## src/rtl/irqr_pkg.sv

```systemverilog
package irqr_pkg;
   // bytes covered by one register word
   localparam int unsigned WORD_BYTES = 4;
   // bytes covered by one target's register pair
   localparam int unsigned TGT_STRIDE = 2 * WORD_BYTES;
   // address bit that picks cause or enable within a target pair
   localparam int unsigned KIND_BIT   = 2;
   // lowest address bit of the target index
   localparam int unsigned TGT_LSB    = 3;

   typedef enum logic [0:0] {
      KIND_CAUSE  = 1'b0,
      KIND_ENABLE = 1'b1
   } reg_kind_e;
endpackage

```

## src/rtl/irqr_addr_dec.sv

```systemverilog
module irqr_addr_dec
   import irqr_pkg::*;
#(
   parameter int unsigned NUM_TGT = 2,
   parameter int unsigned ADDR_W  = 4
) (
   input  logic [ADDR_W-1:0]  addr,
   output logic [NUM_TGT-1:0] cause_sel,
   output logic [NUM_TGT-1:0] enable_sel
);
   localparam int unsigned IDX_W = ADDR_W - TGT_LSB;

   logic [IDX_W-1:0] tgt_idx;
   reg_kind_e        kind;
   logic             aligned;

   assign tgt_idx = addr[ADDR_W-1:TGT_LSB];
   assign kind    = reg_kind_e'(addr[KIND_BIT]);
   assign aligned = (addr[1:0] == 2'b00);

   always_comb begin
      cause_sel  = '0;
      enable_sel = '0;
      for (int t = 0; t < NUM_TGT; t++) begin
         if (aligned && (tgt_idx == IDX_W'(t))) begin
            if (kind == KIND_ENABLE) enable_sel[t] = 1'b1;
            else                     cause_sel[t]  = 1'b1;
         end
      end
   end
endmodule

```

## src/rtl/irqr_target_bank.sv

```systemverilog
module irqr_target_bank #(
   parameter int unsigned DATA_W         = 32,
   parameter int unsigned NUM_SRC        = 32,
   parameter bit          IRQ_REGISTERED = 1'b1
) (
   input  logic               clk,
   input  logic               rst_n,
   input  logic [NUM_SRC-1:0] src,
   input  logic               wr_cause,
   input  logic               wr_enable,
   input  logic [DATA_W-1:0]  wdata,
   output logic [NUM_SRC-1:0] cause_q,
   output logic [NUM_SRC-1:0] enable_q,
   output logic               irq
);
   logic [NUM_SRC-1:0] ack_bits;
   logic [NUM_SRC-1:0] cause_d;
   logic [NUM_SRC-1:0] pending;

   assign ack_bits = wr_cause ? wdata[NUM_SRC-1:0] : '0;
   // a set from a live source dominates an acknowledge
   assign cause_d  = (cause_q & ~ack_bits) | src;
   assign pending  = cause_q & enable_q;

   always_ff @(posedge clk or negedge rst_n) begin
      if (!rst_n) begin
         cause_q  <= '0;
         enable_q <= '0;
      end else begin
         cause_q <= cause_d;
         if (wr_enable) enable_q <= wdata[NUM_SRC-1:0];
      end
   end

   generate
      if (IRQ_REGISTERED) begin : g_irq_reg
         logic irq_q;
         always_ff @(posedge clk or negedge rst_n) begin
            if (!rst_n) irq_q <= 1'b0;
            else        irq_q <= |pending;
         end
         assign irq = irq_q;

         assert_irq_lag_R7: assert property (@(posedge clk) disable iff (!rst_n)
            irq == $past(|(cause_q & enable_q)));
      end else begin : g_irq_comb
         assign irq = |pending;
      end
   endgenerate

   // every source seen high is present in the cause word next cycle
   assert_src_sets_R5: assert property (@(posedge clk) disable iff (!rst_n)
      1'b1 |=> ((cause_q & $past(src)) == $past(src)));

   // acknowledged bits with a quiet source are gone next cycle
   assert_ack_clears_R3: assert property (@(posedge clk) disable iff (!rst_n)
      wr_cause |=> ((cause_q & $past(wdata[NUM_SRC-1:0] & ~src)) == '0));

   // bits not acknowledged keep their value
   assert_zero_keeps_R3: assert property (@(posedge clk) disable iff (!rst_n)
      1'b1 |=> ((cause_q & $past(cause_q & ~ack_bits)) == $past(cause_q & ~ack_bits)));

   assert_enable_load_R4: assert property (@(posedge clk) disable iff (!rst_n)
      wr_enable |=> (enable_q == $past(wdata[NUM_SRC-1:0])));

   assert_enable_hold_R10: assert property (@(posedge clk) disable iff (!rst_n)
      !wr_enable |=> $stable(enable_q));
endmodule

```

## src/rtl/irqr_rd_mux.sv

```systemverilog
module irqr_rd_mux #(
   parameter int unsigned DATA_W  = 32,
   parameter int unsigned NUM_SRC = 32,
   parameter int unsigned NUM_TGT = 2
) (
   input  logic [NUM_TGT-1:0]              cause_sel,
   input  logic [NUM_TGT-1:0]              enable_sel,
   input  logic [NUM_TGT-1:0][NUM_SRC-1:0] cause_all,
   input  logic [NUM_TGT-1:0][NUM_SRC-1:0] enable_all,
   output logic [DATA_W-1:0]               rdata
);
   always_comb begin
      rdata = '0;
      for (int t = 0; t < NUM_TGT; t++) begin
         if (cause_sel[t])  rdata = rdata | DATA_W'(cause_all[t]);
         if (enable_sel[t]) rdata = rdata | DATA_W'(enable_all[t]);
      end
   end
endmodule

```

## src/rtl/irq_dual_route.sv

```systemverilog
module irq_dual_route #(
   parameter int unsigned NUM_SRC        = 32,
   parameter int unsigned DATA_W         = 32,
   parameter int unsigned ADDR_W         = 4,
   parameter int unsigned NUM_TGT        = 2,
   parameter bit          IRQ_REGISTERED = 1'b1
) (
   input  logic               clk,
   input  logic               rst_n,
   input  logic [ADDR_W-1:0]  addr,
   input  logic               wr_en,
   input  logic [DATA_W-1:0]  wdata,
   output logic [DATA_W-1:0]  rdata,
   input  logic [NUM_SRC-1:0] src,
   output logic [NUM_TGT-1:0] irq_tgt
);
   localparam int unsigned SPAN_BYTES = NUM_TGT * irqr_pkg::TGT_STRIDE;

   generate
      if (NUM_SRC < 1 || NUM_SRC > DATA_W) begin : g_bad_src
         $error("NUM_SRC must lie between 1 and DATA_W");
      end
      if (NUM_TGT < 1) begin : g_bad_tgt
         $error("NUM_TGT must be at least 1");
      end
      if (ADDR_W < 4 || (2 ** ADDR_W) < SPAN_BYTES) begin : g_bad_addr
         $error("ADDR_W too narrow for the register span");
      end
   endgenerate

   logic [NUM_TGT-1:0]              cause_sel;
   logic [NUM_TGT-1:0]              enable_sel;
   logic [NUM_TGT-1:0][NUM_SRC-1:0] cause_all;
   logic [NUM_TGT-1:0][NUM_SRC-1:0] enable_all;

   irqr_addr_dec #(
      .NUM_TGT (NUM_TGT),
      .ADDR_W  (ADDR_W)
   ) dec_i (
      .addr       (addr),
      .cause_sel  (cause_sel),
      .enable_sel (enable_sel)
   );

   generate
      for (genvar t = 0; t < NUM_TGT; t++) begin : g_tgt
         irqr_target_bank #(
            .DATA_W         (DATA_W),
            .NUM_SRC        (NUM_SRC),
            .IRQ_REGISTERED (IRQ_REGISTERED)
         ) bank_i (
            .clk       (clk),
            .rst_n     (rst_n),
            .src       (src),
            .wr_cause  (wr_en & cause_sel[t]),
            .wr_enable (wr_en & enable_sel[t]),
            .wdata     (wdata),
            .cause_q   (cause_all[t]),
            .enable_q  (enable_all[t]),
            .irq       (irq_tgt[t])
         );
      end
   endgenerate

   irqr_rd_mux #(
      .DATA_W  (DATA_W),
      .NUM_SRC (NUM_SRC),
      .NUM_TGT (NUM_TGT)
   ) rd_i (
      .cause_sel  (cause_sel),
      .enable_sel (enable_sel),
      .cause_all  (cause_all),
      .enable_all (enable_all),
      .rdata      (rdata)
   );

   // an offset the decoder does not claim reads as zero
   always_comb begin
      if (rst_n && !(|{cause_sel, enable_sel})) begin
         assert_unmapped_zero_R9: assert (rdata == '0);
      end
   end

   // outputs quiet in the first cycle out of reset
   assert_reset_quiet_R8: assert property (@(posedge clk) disable iff (!rst_n)
      $rose(rst_n) |-> (irq_tgt == '0));
endmodule

```

## config.mk

```make
export PLATFORM = sky130hd
export DESIGN_NAME = irq_dual_route
export DESIGN_NICKNAME = d
export VERILOG_FILES = /design/src/rtl/irqr_pkg.sv /design/src/rtl/irqr_addr_dec.sv /design/src/rtl/irqr_target_bank.sv /design/src/rtl/irqr_rd_mux.sv /design/src/rtl/irq_dual_route.sv
export SDC_FILE = /design/constraint.sdc
export NUM_CORES = 1
export LEC_CHECK = 0
export ABC_AREA = 1
export BUFFER_PORTS_ARGS = -buffer_cell sky130_fd_sc_hd__buf_2
export CAP_MARGIN = 40
export CORE_MARGIN = 2
export CORE_UTILIZATION = 55
export CTS_BUF_LIST = sky130_fd_sc_hd__clkbuf_4 sky130_fd_sc_hd__clkbuf_8 sky130_fd_sc_hd__clkbuf_16
export CTS_CLUSTER_SIZE = 14
export DETAILED_ROUTE_END_ITERATION = 8
export GPL_ROUTABILITY_DRIVEN = 0
export GPL_TIMING_DRIVEN = 0
export PLACE_DENSITY = 0.81
export SLEW_MARGIN = 20
export SYNTH_ARGS = -nofsm -noshare
export SYNTH_HDL_FRONTEND = slang
export SYNTH_HIERARCHICAL = 1
export SYNTH_SLANG_ARGS = --single-unit
```

## constraint.sdc

```tcl
create_clock -name clk -period 1.9 [get_ports clk]
set_clock_uncertainty 0.05 [all_clocks]
set_input_delay 0.095 -clock clk [delete_from_list [all_inputs] [get_ports clk]]
set_output_delay 0.095 -clock clk [all_outputs]
set_load 0.02 [all_outputs]
```

; ---- Yosys cells after proc, flatten, opt, wreduce, memory -nomap -nowiden
; Index checks and enable logic that the tools add are counted.
[totals]
regBits = 130
out_inout_bits = 34
wordCells = 39
[op_classes]
n_mux = 12
bitwise_logic = 16
n_reduce_logical = 5
[ops]
columns = operator, n
row1 = two-way mux 32 bit, 6
row2 = OR 32 bit, 5
row3 = bitwise AND 32 bit, 4
row4 = inverter 32 bit, 2
row5 = OR reduction 32 bit, 2
row6 = two-way mux 1 bit, 6
row7 = bitwise AND 1 bit, 4
row8 = logical AND 1 bit, 2
row9 = zero test 2 bit, 1
row10 = inverter 1 bit, 1

; ---- Logic depth before layout (Yosys ltp)
[logic_depth]
ltp_word = 10
ltp_mapped = 8
mapped_depth_nobuf = 7

; ---- Hierarchy
; The synthesis kept the hierarchy.
[modules_own_cells]
columns = mod, n_inst, cells_each, area_per_inst_um2, seq_area_each_um2
row1 = irqr_target_bank, 2, 231, 2782.7, 1626.6
row2 = irqr_rd_mux, 1, 300, 1197.4, 0.0
row3 = irqr_addr_dec, 1, 9, 36.3, 0.0
row4 = irq_dual_route, 1, 8, 30.0, 0.0

; ---- Worst setup path after synthesis
; No wires, ideal clock.
[synth_timing]
path_kind = input to register
start = in addr[1]
end = reg g_tgt[1].bank_i.enable_q[10]
setup_ps = 125
arrival_time_ps = 1284
required_ps = 1725
setup_slack_ps = 441
stages = 8
n_path_buf = 2
cell_sequence = nor2_2 nand2_1 nor2_1 nand2_1 inv_1 buf_6 buf_12 mux2_4
[synth_via]
elab_chain_cells = 4
[synth_lines]
columns = element, line
row1 = start: declaration, irq_dual_route.sv:10  ; input logic [ADDR_W-1:0] addr,
row2 = zero test 2 bit, irqr_addr_dec.sv:19  ; assign aligned = (addr[1:0] == 2'b00);
row3 = logical AND 1 bit, irqr_addr_dec.sv:25  ; if (aligned && (tgt_idx == IDX_W'(t))) begin
row4 = two-way mux 1 bit, irqr_addr_dec.sv:25
row5 = net enable_sel[1], irq_dual_route.sv:32  ; logic [NUM_TGT-1:0] enable_sel;
row6 = bitwise AND 1 bit, irq_dual_route.sv:56  ; .wr_enable (wr_en & enable_sel[t]),
row7 = end signal: assignment, irqr_target_bank.sv:31  ; if (wr_enable) enable_q <= wdata[NUM_SRC-1:0];
row8 = end: declaration, irqr_target_bank.sv:13  ; output logic [NUM_SRC-1:0] enable_q,
; The timed path passes the listed nets, and every way through them passes these cells.
; A chain may end at the register's enable or synchronous reset.

; ---- Worst setup path in the final report
[layout_timing]
start = in addr[1]
end = reg g_tgt[0].bank_i.cause_q[7]
[layout_via]
elab_chain_cells = 8
[layout_lines]
columns = element, line
row1 = zero test 2 bit, irqr_addr_dec.sv:19
row2 = logical AND 1 bit, irqr_addr_dec.sv:25
row3 = two-way mux 1 bit, irqr_addr_dec.sv:25
row4 = net cause_sel[0], irq_dual_route.sv:31  ; logic [NUM_TGT-1:0] cause_sel;
row5 = bitwise AND 1 bit, irq_dual_route.sv:55  ; .wr_cause (wr_en & cause_sel[t]),
row6 = two-way mux 32 bit, irqr_target_bank.sv:20  ; assign ack_bits = wr_cause ? wdata[NUM_SRC-1:0] : '0;
row7 = inverter 32 bit, irqr_target_bank.sv:22  ; assign cause_d = (cause_q & ~ack_bits) | src;
row8 = bitwise AND 32 bit, irqr_target_bank.sv:22
row9 = OR 32 bit, irqr_target_bank.sv:22
row10 = net g_tgt[0].bank_i.cause_d[7], irqr_target_bank.sv:17  ; logic [NUM_SRC-1:0] cause_d;
row11 = end signal: assignment, irqr_target_bank.sv:30  ; cause_q <= cause_d;
row12 = end: declaration, irqr_target_bank.sv:12  ; output logic [NUM_SRC-1:0] cause_q,
; The timed path passes the listed nets, and every way through them passes these cells.

==> impl_summary.md <==
Layout
The filler cell count in the final layout is 836. The share of cells above drive strength 1 is 0.2299. The final layout net count is 1054. With fillers left out, the area of the finished cells amounts to 0.009004 mm^2. The number of non-filler instances in the completed layout is 1165.

Relative to the synthesized area, the layout overhead comes to 31.84%. Measured on the finished design, the core utilization comes to 0.7465.

Global route
The initial antenna violation count came to 1. The number of global-route vias before repair is 5969. In the global route stage, met1 resource usage came out at 0.3626.

The first global-routing pass estimated 29530 um of wire. The peak-usage layer in the global routing report is met2. The met3 layer usage reported by global route is 0.05858. Entering global routing, the biggest net connects 72 pins. In the global route stage, met2 resource usage came out at 0.5029. The total track usage is 0.2936. Global routing finished with a remaining overflow of 0.

Synth
In this run the cell area of the synthesized design comes to 0.006829 mm^2. The post-synthesis instance total is 779. Of the post-synthesis cell area, the dominant cell type holds 0.4764.

A synthesized cell averages 8.766 um^2. After synthesis, the netlist uses 11 different library cells. The portion of the post-synthesis area used by sequential elements is 0.4764. The total number of yosys warnings is 6. The total nets after synthesis is 850.

Yosys attributes the largest share of cell area to dfrtp_1, nand2_1, mux2_4. Counting flops and latches in the post-synthesis netlist gives 130. Summed over all instances, the cell type with the most area after synthesis is dfrtp_1.

Floorplanning
The floorplan die height is 115.4 um. The number of rows created at floorplan is 40. The floorplan step defined a die boundary enclosing 0.01332 mm^2.

The initial utilization of the core area, before any placement, comes to 0.5662. The die is 115.4 um wide. The total I/O pin count is 105.

In this run the standard cell core region covers 0.01206 mm^2.

Setup path
STA puts the critical path data required time at 2.15 ns. STA classifies the critical path endpoint as a flip-flop. In this run the worst path has a maximum fanout of 10. The startpoint-to-endpoint class of the critical path is input port to flip-flop. Data arrives at the worst endpoint at 2.03 ns. STA classifies the critical path startpoint as an input port.

Clock network
The clock-pin slew of the registers on the worst-case setup and hold paths is 0.06 ns. The longest clock path from root to sink contains 2 buffers. The clock reaches the later pin of the worst-skew pair after 0.42 ns. The total clock sinks is 130.

The clock root buffer is clkbuf_16. The number of buffers added by the clock tree synthesis step is 17. The CTS tree is built. In this run the number of H-tree levels came out at 4.

Route
The final wirelength is 18450 um. The detail-routed via count per cell is 4.996. The detailed router finished its first iteration with 396 violations. The average routed wire per standard cell is 15.83 um.

The detail route stage leaves a number of antenna-violating nets equal to 0. For this run, the detailed router's first-pass iteration total came to 4. For this block, the via count after detailed routing is 5820. The DRC violation count after routing is 0.

Status
The run finished with clean final reports.

Timing
At the pin with the least slew margin, the transition time is 0.5645 ns. After routing, the total negative slack on setup checks comes to 0 ns. The final cycle utilization of the critical path is 0.9376. The count of final max-slew check failures came to 0.

For this run, the top clock speed supported by timing is 561.4 MHz. The minimum hold slack is 0.1082 ns. The final hold violation count is 0.

The relative slew slack is 0.6223. Setup violations remaining at the end of the flow were counted as 0. The smallest clock period supported by the final layout is computed as 1.781 ns.

Job
Max-cap violations in this run came to 0.

Place
The half-perimeter wire length of the detailed placement result is 11180 um. The post-place instance area is 0.007597 mm^2. The number of I/O port buffers is 104. Counting tap cells, the placed design contains a total of 1052 instances.

Hold path
The path class of the tightest hold or removal check is input port to flip-flop.

Power
For this design the ratio of total power to cell area is 907.4 mW/mm^2. The leakage power total is 4.377 nW. The peak ir drop on the vdd network is 588.3 uV.
[area by class of cell]
cell class | count | area [um^2] | share of cell area
flip-flops and latches | 130 | 3253 | 0.3613
multi-input cells | 553 | 3027 | 0.3362
repair buffers | 185 | 1359 | 0.1509
clock buffers | 20 | 460.4 | 0.05114
plain buffers | 26 | 291.5 | 0.03238
inverters | 70 | 262.8 | 0.02918
well taps | 168 | 210.2 | 0.02335
clock inverters | 12 | 137.6 | 0.01529
diodes | 1 | 2.502 | 0.0002779
[kinds of logic after synthesis]
kind of cell / share of synthesized area
and+or+nand+nor: 0.2340
DFF: 0.4764
buffers and inverters: 0.08080
AOI/OAI and AO/OA: 0.07036
muxes: 0.1385
[final timing paths]
kind,cells past startpoint,from,slack (ns),endpoint
setup reg to reg,2,g_tgt[0].bank_i/cause_q[25],0.53,g_tgt[0].bank_i/cause_q[25]
min in group asynchronous,2,rst_n,0.14,g_tgt[1].bank_i/cause_q[24]
hold / removal,5,wr_en,0.11,g_tgt[0].bank_i/cause_q[29]
hold reg to reg,1,g_tgt[1].bank_i/cause_q[20],0.45,g_tgt[1].bank_i/cause_q[20]
setup / recovery,10,addr[1],0.12,g_tgt[0].bank_i/cause_q[7]
max in group asynchronous,3,rst_n,0.95,g_tgt[0].bank_i/enable_q[19]
[power by group]
group	leakage, nW	internal [W]	switching [W]
clock	0.302	0.00212	0.00117
sequential	1.37	0.00311	0.000283
combinational	2.71	0.000789	0.000691
total	4.38	0.00602	0.00215
[flip-flops by register name, indices dropped and copies added, names as in the netlist]
register,count
g_tgt.bank_i/cause_q,64
g_tgt.bank_i/irq,2
g_tgt.bank_i/enable_q,64
[critical path, cell delays in order]
cell and delay [ns]:
buf_2 0.10, nor2_2 0.17, nand2_1 0.11, nor2_2 0.21
nand2_1 0.08, inv_1 0.15, buf_2 0.31, nand2_1 0.09
a21o_1 0.16, dlygate4sd3_1 0.55
[metal layers]
layer	up-vias	share of wire	routed length, um
met2	210	0.50	9148
met3	40	0.057	1047
li1	2816	-	-
met1	2754	0.42	7735
met4	0	0.028	514
met5	-	0	0
[per-stage QoR]
| stage | worst slack (ns) | total power (W) |
|---|---|---|
| floorplan | 0.4406 | 0.004272 |
| global placement | -1.019 | 0.004706 |
| detailed placement | 0.03030 | 0.004751 |
| CTS | 0.08157 | 0.008170 |
| global route | -0.003367 | 0.008527 |
| finish | 0.1186 | 0.008170 |
[cells in the final DEF, fill, tap and decap left out]
master	n
nand2_1	400
dfrtp_1	130
buf_2	111
dlygate4sd3_1	80
inv_1	70
a21o_1	64
mux2_4	60
nor2_1	23
clkbuf_16	17
buf_6	11
clkinv_2	8
buf_12	6
mux2_2	4
bufinv_16	3
clkbuf_8	2
clkbuf_4	2
nor2_2	2
diode_2	1
clkinvlp_4	1
buf_8	1
buf_16	1
[synth_stat cells]
cell	n
nand2_1	400
dfrtp_1	130
inv_1	70
a21o_1	64
mux2_4	60
nor2_1	24
buf_6	11
buf_2	9
buf_12	6
mux2_2	4
nor2_2	1
[what timing repair did]
| action | CTS | global route |
|---|---|---|
| hold endpoints to repair | 199 | 0 |
| buffers inserted | 0 | 0 |
| gates resized for setup | 0 | 2 |
| setup endpoints to repair | 0 | 13 |
| hold buffers | 80 | 0 |
(Power assumes the default switching activity.)
